===== config.mk =====
export PLATFORM = sky130hd
export DESIGN_NAME = dfll_ctrl
export DESIGN_NICKNAME = d
export VERILOG_FILES = /design/src/rtl/dfll_pkg.sv /design/src/rtl/dfll_meas.sv /design/src/rtl/dfll_coarse.sv /design/src/rtl/dfll_fine.sv /design/src/rtl/dfll_ctrl.sv
export SDC_FILE = /design/constraint.sdc
export NUM_CORES = 1
export LEC_CHECK = 0
export ABC_CLOCK_PERIOD_IN_PS = 3800
export BUFFER_PORTS_ARGS = -buffer_cell sky130_fd_sc_hd__buf_2
export CORE_MARGIN = 5
export CORE_UTILIZATION = 37
export DETAILED_ROUTE_END_ITERATION = 8
export GPL_TIMING_DRIVEN = 1
export PLACE_DENSITY_LB_ADDON = 0.2
export SETUP_SLACK_MARGIN = 0.5
export SYNTH_ARGS = -nofsm -noshare
export SYNTH_HDL_FRONTEND = slang
export SYNTH_SLANG_ARGS = --single-unit

===== constraint.sdc =====
create_clock -name clk_i -period 3.8 [get_ports clk_i]
set_input_delay 0.76 -clock clk_i [delete_from_list [all_inputs] [get_ports clk_i]]
set_output_delay 0.76 -clock clk_i [all_outputs]
set_load 0.005 [all_outputs]

===== src/rtl/dfll_pkg.sv =====
package dfll_pkg;
  typedef enum logic [1:0] {
    DIR_NONE = 2'd0,
    DIR_UP   = 2'd1,
    DIR_DN   = 2'd2
  } step_dir_e;
endpackage


===== src/rtl/dfll_meas.sv =====
module dfll_meas #(
  parameter int CNT_W = 10
) (
  input  logic             clk_i,
  input  logic             rst_ni,
  input  logic             enable_i,
  input  logic             osc_pulse_i,
  input  logic             ref_tick_i,
  input  logic             ref_stop_i,
  input  logic [CNT_W-1:0] ratio_i,
  input  logic             chill_arm_i,
  output logic [CNT_W:0]   err_o,
  output logic             stb_o
);
  logic [CNT_W-1:0] cnt_q;
  logic [CNT_W:0]   sum;
  logic [CNT_W-1:0] meas;
  logic             skip_q;

  assign sum  = {1'b0, cnt_q} + {{CNT_W{1'b0}}, osc_pulse_i};
  assign meas = sum[CNT_W] ? {CNT_W{1'b1}} : sum[CNT_W-1:0];

  always_ff @(posedge clk_i or negedge rst_ni) begin
    if (!rst_ni) begin
      cnt_q  <= '0;
      skip_q <= 1'b0;
      err_o  <= '0;
      stb_o  <= 1'b0;
    end else begin
      stb_o <= 1'b0;
      if (!enable_i) begin
        cnt_q  <= '0;
        skip_q <= 1'b0;
        err_o  <= '0;
      end else if (ref_stop_i) begin
        // open-loop hold; partial period after restart is unusable
        cnt_q  <= '0;
        skip_q <= 1'b1;
      end else begin
        if (ref_tick_i) begin
          cnt_q <= '0;
          if (skip_q) begin
            skip_q <= 1'b0;
          end else begin
            err_o <= {1'b0, meas} - {1'b0, ratio_i};
            stb_o <= 1'b1;
          end
        end else begin
          cnt_q <= meas;
        end
        if (chill_arm_i) skip_q <= 1'b1;
      end
    end
  end
endmodule


===== src/rtl/dfll_coarse.sv =====
module dfll_coarse
  import dfll_pkg::*;
#(
  parameter int COARSE_W = 5,
  parameter int CNT_W    = 10
) (
  input  logic                clk_i,
  input  logic                rst_ni,
  input  logic                enable_i,
  input  logic                stb_i,
  input  logic [CNT_W:0]      err_i,
  output logic [COARSE_W-1:0] coarse_o,
  output logic                lock_o,
  output logic                upd_o
);
  localparam logic [COARSE_W-1:0] COARSE_INIT = {1'b1, {(COARSE_W-1){1'b0}}};
  localparam logic [COARSE_W-1:0] COARSE_MAX  = {COARSE_W{1'b1}};

  step_dir_e           dir_q, dir_d;
  logic                rev_q, rev_d;
  logic [COARSE_W-1:0] nxt;
  logic                err_zero, err_neg, act, lock_d;

  assign err_zero = (err_i == '0);
  assign err_neg  = err_i[CNT_W];
  assign act      = stb_i && !lock_o && enable_i;

  always_comb begin
    nxt    = coarse_o;
    dir_d  = dir_q;
    rev_d  = rev_q;
    lock_d = 1'b0;
    if (act) begin
      if (err_zero) begin
        lock_d = 1'b1;
      end else begin
        dir_d = err_neg ? DIR_UP : DIR_DN;
        if (err_neg && coarse_o != COARSE_MAX) nxt = coarse_o + 1'b1;
        if (!err_neg && coarse_o != '0)        nxt = coarse_o - 1'b1;
        if (dir_q != DIR_NONE && dir_d != dir_q) begin
          rev_d = 1'b1;
          if (rev_q) lock_d = 1'b1;
        end else begin
          rev_d = 1'b0;
        end
      end
    end
  end

  assign upd_o = act && (nxt != coarse_o);

  always_ff @(posedge clk_i or negedge rst_ni) begin
    if (!rst_ni) begin
      coarse_o <= COARSE_INIT;
      dir_q    <= DIR_NONE;
      rev_q    <= 1'b0;
      lock_o   <= 1'b0;
    end else if (!enable_i) begin
      coarse_o <= COARSE_INIT;
      dir_q    <= DIR_NONE;
      rev_q    <= 1'b0;
      lock_o   <= 1'b0;
    end else begin
      coarse_o <= nxt;
      dir_q    <= dir_d;
      rev_q    <= rev_d;
      if (lock_d) lock_o <= 1'b1;
    end
  end
endmodule


===== src/rtl/dfll_fine.sv =====
module dfll_fine #(
  parameter int FINE_W     = 8,
  parameter int CNT_W      = 10,
  parameter int TOL_STRICT = 1,
  parameter int TOL_QUICK  = 4
) (
  input  logic              clk_i,
  input  logic              rst_ni,
  input  logic              enable_i,
  input  logic              active_i,
  input  logic              stb_i,
  input  logic [CNT_W:0]    err_i,
  input  logic              stable_i,
  input  logic              quick_dis_i,
  output logic [FINE_W-1:0] fine_o,
  output logic              lock_o,
  output logic              upd_o
);
  localparam logic [FINE_W-1:0] FINE_INIT = {1'b1, {(FINE_W-1){1'b0}}};
  localparam logic [FINE_W-1:0] FINE_MAX  = {FINE_W{1'b1}};
  localparam logic [CNT_W:0]    TOL_S     = (CNT_W+1)'(TOL_STRICT);
  localparam logic [CNT_W:0]    TOL_Q     = (CNT_W+1)'(TOL_QUICK);

  logic [CNT_W:0]    mag, tol;
  logic              in_tol, act, frozen, hit_q;
  logic [FINE_W-1:0] nxt;

  assign mag    = err_i[CNT_W] ? (~err_i + 1'b1) : err_i;
  assign tol    = quick_dis_i ? TOL_S : TOL_Q;
  assign in_tol = (mag <= tol);
  assign act    = stb_i && active_i && enable_i;
  assign frozen = stable_i && lock_o;

  always_comb begin
    nxt = fine_o;
    if (act && !frozen && err_i != '0) begin
      if (err_i[CNT_W] && fine_o != FINE_MAX) nxt = fine_o + 1'b1;
      if (!err_i[CNT_W] && fine_o != '0)      nxt = fine_o - 1'b1;
    end
  end

  assign upd_o = act && (nxt != fine_o);

  always_ff @(posedge clk_i or negedge rst_ni) begin
    if (!rst_ni) begin
      fine_o <= FINE_INIT;
      hit_q  <= 1'b0;
      lock_o <= 1'b0;
    end else if (!enable_i) begin
      fine_o <= FINE_INIT;
      hit_q  <= 1'b0;
      lock_o <= 1'b0;
    end else begin
      fine_o <= nxt;
      if (act) begin
        hit_q <= in_tol;
        if (in_tol && hit_q) lock_o <= 1'b1;
      end
    end
  end
endmodule


===== src/rtl/dfll_ctrl.sv =====
module dfll_ctrl #(
  parameter int CNT_W      = 10,
  parameter int COARSE_W   = 5,
  parameter int FINE_W     = 8,
  parameter int TOL_STRICT = 1,
  parameter int TOL_QUICK  = 4
) (
  input  logic                clk_i,
  input  logic                rst_ni,
  input  logic                enable_i,
  input  logic [CNT_W-1:0]    ratio_i,
  input  logic                osc_pulse_i,
  input  logic                ref_tick_i,
  input  logic                ref_stop_i,
  input  logic                stable_i,
  input  logic                chill_dis_i,
  input  logic                quick_dis_i,
  output logic [COARSE_W-1:0] coarse_o,
  output logic [FINE_W-1:0]   fine_o,
  output logic [CNT_W:0]      err_o,
  output logic                err_valid_o,
  output logic                coarse_lock_o,
  output logic                fine_lock_o
);
  logic coarse_upd, fine_upd, chill_arm;

  assign chill_arm = !chill_dis_i && (coarse_upd || fine_upd);

  dfll_meas #(.CNT_W(CNT_W)) u_meas (
    .clk_i, .rst_ni, .enable_i, .osc_pulse_i, .ref_tick_i, .ref_stop_i,
    .ratio_i, .chill_arm_i(chill_arm), .err_o, .stb_o(err_valid_o)
  );

  dfll_coarse #(.COARSE_W(COARSE_W), .CNT_W(CNT_W)) u_coarse (
    .clk_i, .rst_ni, .enable_i, .stb_i(err_valid_o), .err_i(err_o),
    .coarse_o, .lock_o(coarse_lock_o), .upd_o(coarse_upd)
  );

  dfll_fine #(
    .FINE_W(FINE_W), .CNT_W(CNT_W),
    .TOL_STRICT(TOL_STRICT), .TOL_QUICK(TOL_QUICK)
  ) u_fine (
    .clk_i, .rst_ni, .enable_i, .active_i(coarse_lock_o),
    .stb_i(err_valid_o), .err_i(err_o), .stable_i, .quick_dis_i,
    .fine_o, .lock_o(fine_lock_o), .upd_o(fine_upd)
  );
endmodule


Yosys cells after proc, flatten, opt, wreduce, memory -nomap -nowiden:

Cells that the tools add are included.

* register bits: 42
* latch bits: 0
* bits in writable memories: 0
* bits in read-only memories: 0
* bits of input ports: 19
* logic and storage cells: 109
* memories kept: 0

* add/sub/neg operators: 7
* $mul: 0
* div/mod/pow operators: 0
* $lt $le $gt $ge: 1
* eq/ne operators: 14
* shifts and indexed selects: 0
* mux-type cells: 46
* bitwise logic cells: 1
* reductions and logical operators: 29

Operator list (number)
* 2-to-1 mux 11 bit: 5
* 2-to-1 mux 10 bit: 4
* 2-to-1 mux 8 bit: 4
* 2-to-1 mux 5 bit: 5
* 2-to-1 mux 1 bit: 23
* logical AND 1 bit: 16
* adder 10 x 1 -> 11 bit: 1
* adder 11 x 1 -> 11 bit, second input constant: 1
* less-or-equal comparator 11 bit: 1
* zero test 11 bit: 1
* inverter 11 bit: 1
* nonzero test 11 bit: 1
* subtractor 10 x 10 -> 11 bit: 1
* inequality test 2 x 1 -> 1 bit, second input constant: 5
* adder 8 x 1 -> 8 bit, second input constant: 1
* 2-to-1 mux 2 bit: 4
* inequality test 8 bit: 1
* inequality test 8 bit, second input constant: 1
* nonzero test 8 bit: 1
* subtractor 8 x 1 -> 8 bit, second input constant: 1
* inequality test 2 bit, second input constant: 3
* adder 5 x 1 -> 5 bit, second input constant: 1
* inequality test 5 bit: 1
* inequality test 5 bit, second input constant: 1
* 10 further kinds: 14

Longest topological paths before layout:

* word-level depth: 13
* depth in mapped cells: 13

By module:

A second synthesis with hierarchy kept.

* cells, all modules: 363
* area, all modules: 3213.1 µm²

Modules (own cells, without submodules)
* dfll_meas: instances 1, cells an instance 166, area an instance 1510.2 µm², seq. area each 575.6 µm²
* dfll_fine: instances 1, cells an instance 125, area an instance 1059.8 µm², seq. area each 251.5 µm²
* dfll_coarse: instances 1, cells an instance 71, area an instance 633.1 µm², seq. area each 226.5 µm²
* dfll_ctrl: instances 1, cells an instance 1, area an instance 10.0 µm², seq. area each 0.0 µm²

Worst setup path before layout:

OpenSTA, ideal clock, no wires.

* path type: input to register
* start: input port osc_pulse_i
* end: register u_meas.err_o[8]
* library setup time: 0.122 ns
* data arrival time: 3.396 ns
* required time: 3.678 ns
* slack: 0.283 ns
* stages: 13
* buffers on the path: 1
* cell sequence: ha_1 ha_1 nand4_1 or3_1 clkbuf_1 nand2_1 ha_1 nor2b_1 o21ai_0 a21boi_0 o211a_1 or3_1 a32o_1

* longest elaborated chain between the ends: 7

RTL lines
* from (decl): RTL line dfll_ctrl.sv:12 `input logic osc_pulse_i,`
* adder 10 x 1 -> 11 bit: RTL line dfll_meas.sv:20 `assign sum = {1'b0, cnt_q} + {{CNT_W{1'b0}}, osc_pulse_i};`
* 2-to-1 mux 10 bit: RTL line dfll_meas.sv:21 `assign meas = sum[CNT_W] ? {CNT_W{1'b1}} : sum[CNT_W-1:0];`
* subtractor 10 x 10 -> 11 bit: RTL line dfll_meas.sv:45 `err_o <= {1'b0, meas} - {1'b0, ratio_i};`
* 2-to-1 mux 11 bit: RTL line dfll_meas.sv:42 `if (skip_q) begin`
* 2-to-1 mux 11 bit: RTL line dfll_meas.sv:40 `if (ref_tick_i) begin`
* 2-to-1 mux 11 bit: RTL line dfll_meas.sv:35 `end else if (ref_stop_i) begin`
* 2-to-1 mux 11 bit: RTL line dfll_meas.sv:31 `if (!enable_i) begin`
* to (signal assigned): RTL line dfll_meas.sv:45
* to (decl): RTL line dfll_meas.sv:12 `output logic [CNT_W:0] err_o,`

Every way passes these cells. The select of a mux whose other input is x is not followed.
A chain may end at the register's enable or synchronous reset.

Worst setup path in the final report:

* start: input port osc_pulse_i
* end: register u_meas.err_o[10]

Same word-level chain as after synthesis.

==> impl_metrics.tcl <==
set metrics [dict create \
    p_per_area_mw_per_mm2 270 \
    worst-path-stages 14 \
    globalplace.congestion 0.858 \
    core-area_sq_mm 0.00781 \
    via_per_inst 5.37 \
    synthFlopType "dfrtp_1" \
    crit_type "in -> reg" \
    slowest_stage "or3_4" \
    antenna_found_initial 0 \
    grt_pass1_vias 2475 \
    gr-total-overflow 0 \
    dp_hpwl_microns 5260 \
    area_delta_synth_final_pct 16.4 \
    muxShareOfSynthArea_pct 1.42 \
    synth_compound_gate_area_share_pct 20.9 \
    num_io_pins 46 \
    fin_nets 437 \
    synth_top_family_by_area "simple AND/OR/NAND/NOR gates" \
    cts_max_level 2 \
    dr.pass1.iters 4 \
    clock_skew_ns 0.00717 \
    critPathMaxStageDelay_ns 0.46 \
    ctsHoldBuffers 0 \
    worstHoldPathCells 2 \
    synth_seq_area_share_pct 35.2 \
    dieArea_sq_mm 0.00998 \
    drtAntennaViolNets 0 \
    yosys_warnings 0 \
    synthXorXnorAreaFrac_pct 4.68 \
    synth_cell_type_count 59 \
    wire_per_inst_microns 14.5 \
    layout_worst_path_cycle_share_pct 84.8 \
    die_h_microns 99.9 \
    period_minus_slack_ns 3.22 \
    synth_seq_cells 42 \
    path_buf_inv 1 \
    cap_viol_max_count 0 \
    finalWorstSetupSlack_ns 0.578 \
    tightest_slew_ns 0.969 \
    vias 2679 \
    drtIter0Drc 119 \
    cts_root_buffer "clkbuf_8" \
    clkSinkCount 42 \
    async_flop_share_pct 100 \
    arrival_ns 3.40 \
    grt_max_degree 43 \
    synthAdderAreaFrac_pct 9.45 \
    syn_avg_cell_area_sq_um 8.62 \
    drive_gt1_share_pct 19.1 \
    num_rows 32 \
    setup_viol 0 \
    clkLatencyLatePin_ns 0.29 \
    r2r_cells 13 \
    start_util_pct 38.3 \
    setup_tns_ns 0 \
    fillCellCount 806 \
    grt_pass1_wl_microns 12000 \
    portBuffers 45 \
    synth_edf_count 0 \
    slew_violations 0 \
    crit_chain "buf_2, ha_4, ha_4, nand4_1, or3_4, nor2b_4, ha_2, fa_2, nor2b_2, o21ai_2, a21boi_2, o211a_1, o211ai_1, a32o_1" \
    insertedDiodeCount 0 \
    leakagePower_nw 1.72 \
    fp.dieW_microns 99.9 \
    critPathLaunchType "input pin" \
    cts_buffer_depth 2 \
    outcome "completed" \
    cp.required_ns 3.98 \
    path_clk_slew_ns 0.08 \
    syn_inst 347 \
    hold_path.class "reg -> reg" \
    cp_top_family "adder cells" \
    drcViolationCount 0 \
    synth_area_sq_mm 0.00299 \
    cts_tree "yes" \
    place_ws_ns 0.209 \
    cts_buffers 5 \
    yosys.area_share.simple_pct 23.4 \
    path_common_cell "ha_4" \
    grt_util_all_layers_pct 14.5 \
    vdd_drop_max_uv 117 \
    hold_viol 0 \
    end_kind "flip-flop" \
    critPathMaxFanout 8 \
    max_freq_mhz 310 \
    relSlewSlack_pct 35.4 \
    synth_nets 388 \
    totalWireLength_microns 7260 \
    rsz0062_at_grt "no" \
]
[cell usage in the layout (no fill, tap or decap), types with 4 or more instances in the layout]
| cell type | n |
|---|---|
| buf_2 | 45 |
| nand3_1 | 13 |
| xnor2_1 | 10 |
| and2_1 | 11 |
| nor2b_1 | 6 |
| nor4_1 | 4 |
| o211ai_1 | 5 |
| nor2_1 | 25 |
| ha_1 | 18 |
| a31oi_1 | 6 |
| clkbuf_8 | 5 |
| dfrtp_1 | 40 |
| nand2_1 | 36 |
| xor2_1 | 6 |
| inv_1 | 27 |
| o21ai_0 | 19 |
| o21a_1 | 5 |
| a21oi_1 | 23 |
| nor3_1 | 8 |
| buf_4 | 7 |
| nand2b_1 | 5 |
| nand4_1 | 4 |
[synth_stat cells, types with 6 or more instances]
cell type  instances  share of area [%]
nor2b_1            8                1.7
inv_1             27                3.4
o21ai_0           21                3.5
clkbuf_1           7               0.88
ha_1              21                8.8
a31oi_1            6                1.3
nor2_1            25                3.1
xor2_1             6                1.8
and2_1            11                2.3
nand3_1           13                2.2
a21oi_1           23                3.8
nor3_1             8                1.3
nand2_1           36                4.5
dfrtp_1           40                 33
xnor2_1           10                2.9
[power breakdown]
group | internal, mW | switching, mW
sequential | 0.459 | 0.0203
clock | 0.131 | 0.151
combinational | 0.0791 | 0.100
[flip-flops by register name, indices dropped and copies added (netlist names)]
register	cells
u_coarse.coarse_o	5
u_coarse.dir_q	2
u_coarse.lock_o	1
u_coarse.rev_q	1
u_fine.fine_o	8
u_fine.hit_q	1
u_fine.lock_o	1
u_meas.cnt_q	10
u_meas.err_o	11
u_meas.skip_q	1
u_meas.stb_o	1
[final timing paths]
path / start / endpoint / slack (ns)
min in group asynchronous: rst_ni / u_meas.err_o[0]$_DFFE_PN0P_ / 0.62
setup reg to reg: u_meas.cnt_q[0]$_DFF_PN0_ / u_meas.err_o[10]$_DFFE_PN0P_ / 0.76
max in group asynchronous: rst_ni / u_meas.cnt_q[6]$_DFF_PN0_ / 2.58
hold / removal: u_fine.hit_q$_DFFE_PN0P_ / u_fine.hit_q$_DFFE_PN0P_ / 0.51
setup / recovery: osc_pulse_i / u_meas.err_o[10]$_DFFE_PN0P_ / 0.58
hold reg to reg: u_fine.hit_q$_DFFE_PN0P_ / u_fine.hit_q$_DFFE_PN0P_ / 0.51
[metal layers]
metal,part of all wire (%),GRT usage [%],wire (microns),vias to the layer above
li1,-,-,-,1346
met1,49,20.3,3550,1269
met2,46,23.1,3350,58
met3,4.1,2.64,298,6
met4,0.79,3.57,57,0
met5,0,0,0,-
[worst register-to-register path: stages, from the launching register on]
cell,delay [ns]
dfrtp_1,0.38
ha_4,0.16
ha_4,0.14
nand4_1,0.11
or3_4,0.46
nor2b_4,0.15
ha_2,0.19
fa_2,0.41
nor2b_2,0.13
o21ai_2,0.07
a21boi_2,0.19
o211a_1,0.21
o211ai_1,0.08
a32o_1,0.25
[cell type report]
cell class                 instances  area [sq um]  share of cell area (%)
sequential                        42          1050                    30.2
tap                              102           128                    3.66
clock buffer                       8          80.1                    2.30
inverter                          27           101                    2.91
timing repair buffer              52           278                    7.97
multi-input combinational        268          1840                    52.9
[through the flow]
step,hold WS [ns],utilization (%),power (mW),cell area [sq um],cells
6_report,0.514,44.6,0.940,3480,499
5_1_grt,0.561,44.6,0.997,3480,499
4_1_cts,0.522,43.7,0.949,3410,495
3_5_place_dp,0.502,42.7,0.663,3330,487
3_3_place_gp,0.491,42.7,0.659,3330,487
2_1_floorplan,0.464,-,0.601,3010,347
[what timing repair did]
action | in CTS | in global routing
setup endpoints to repair | 0 | 3
resized for setup | 0 | 10
setup buffers | 0 | 4
[cells by family after synthesis]
group / after synthesis
compound gates: 92
xor+xnor: 16
fa+ha+maj: 22
buf+inv: 37
flops: 42
mux: 4
simple gates: 134
No activity file was read; power rests on OpenSTA's default activity.
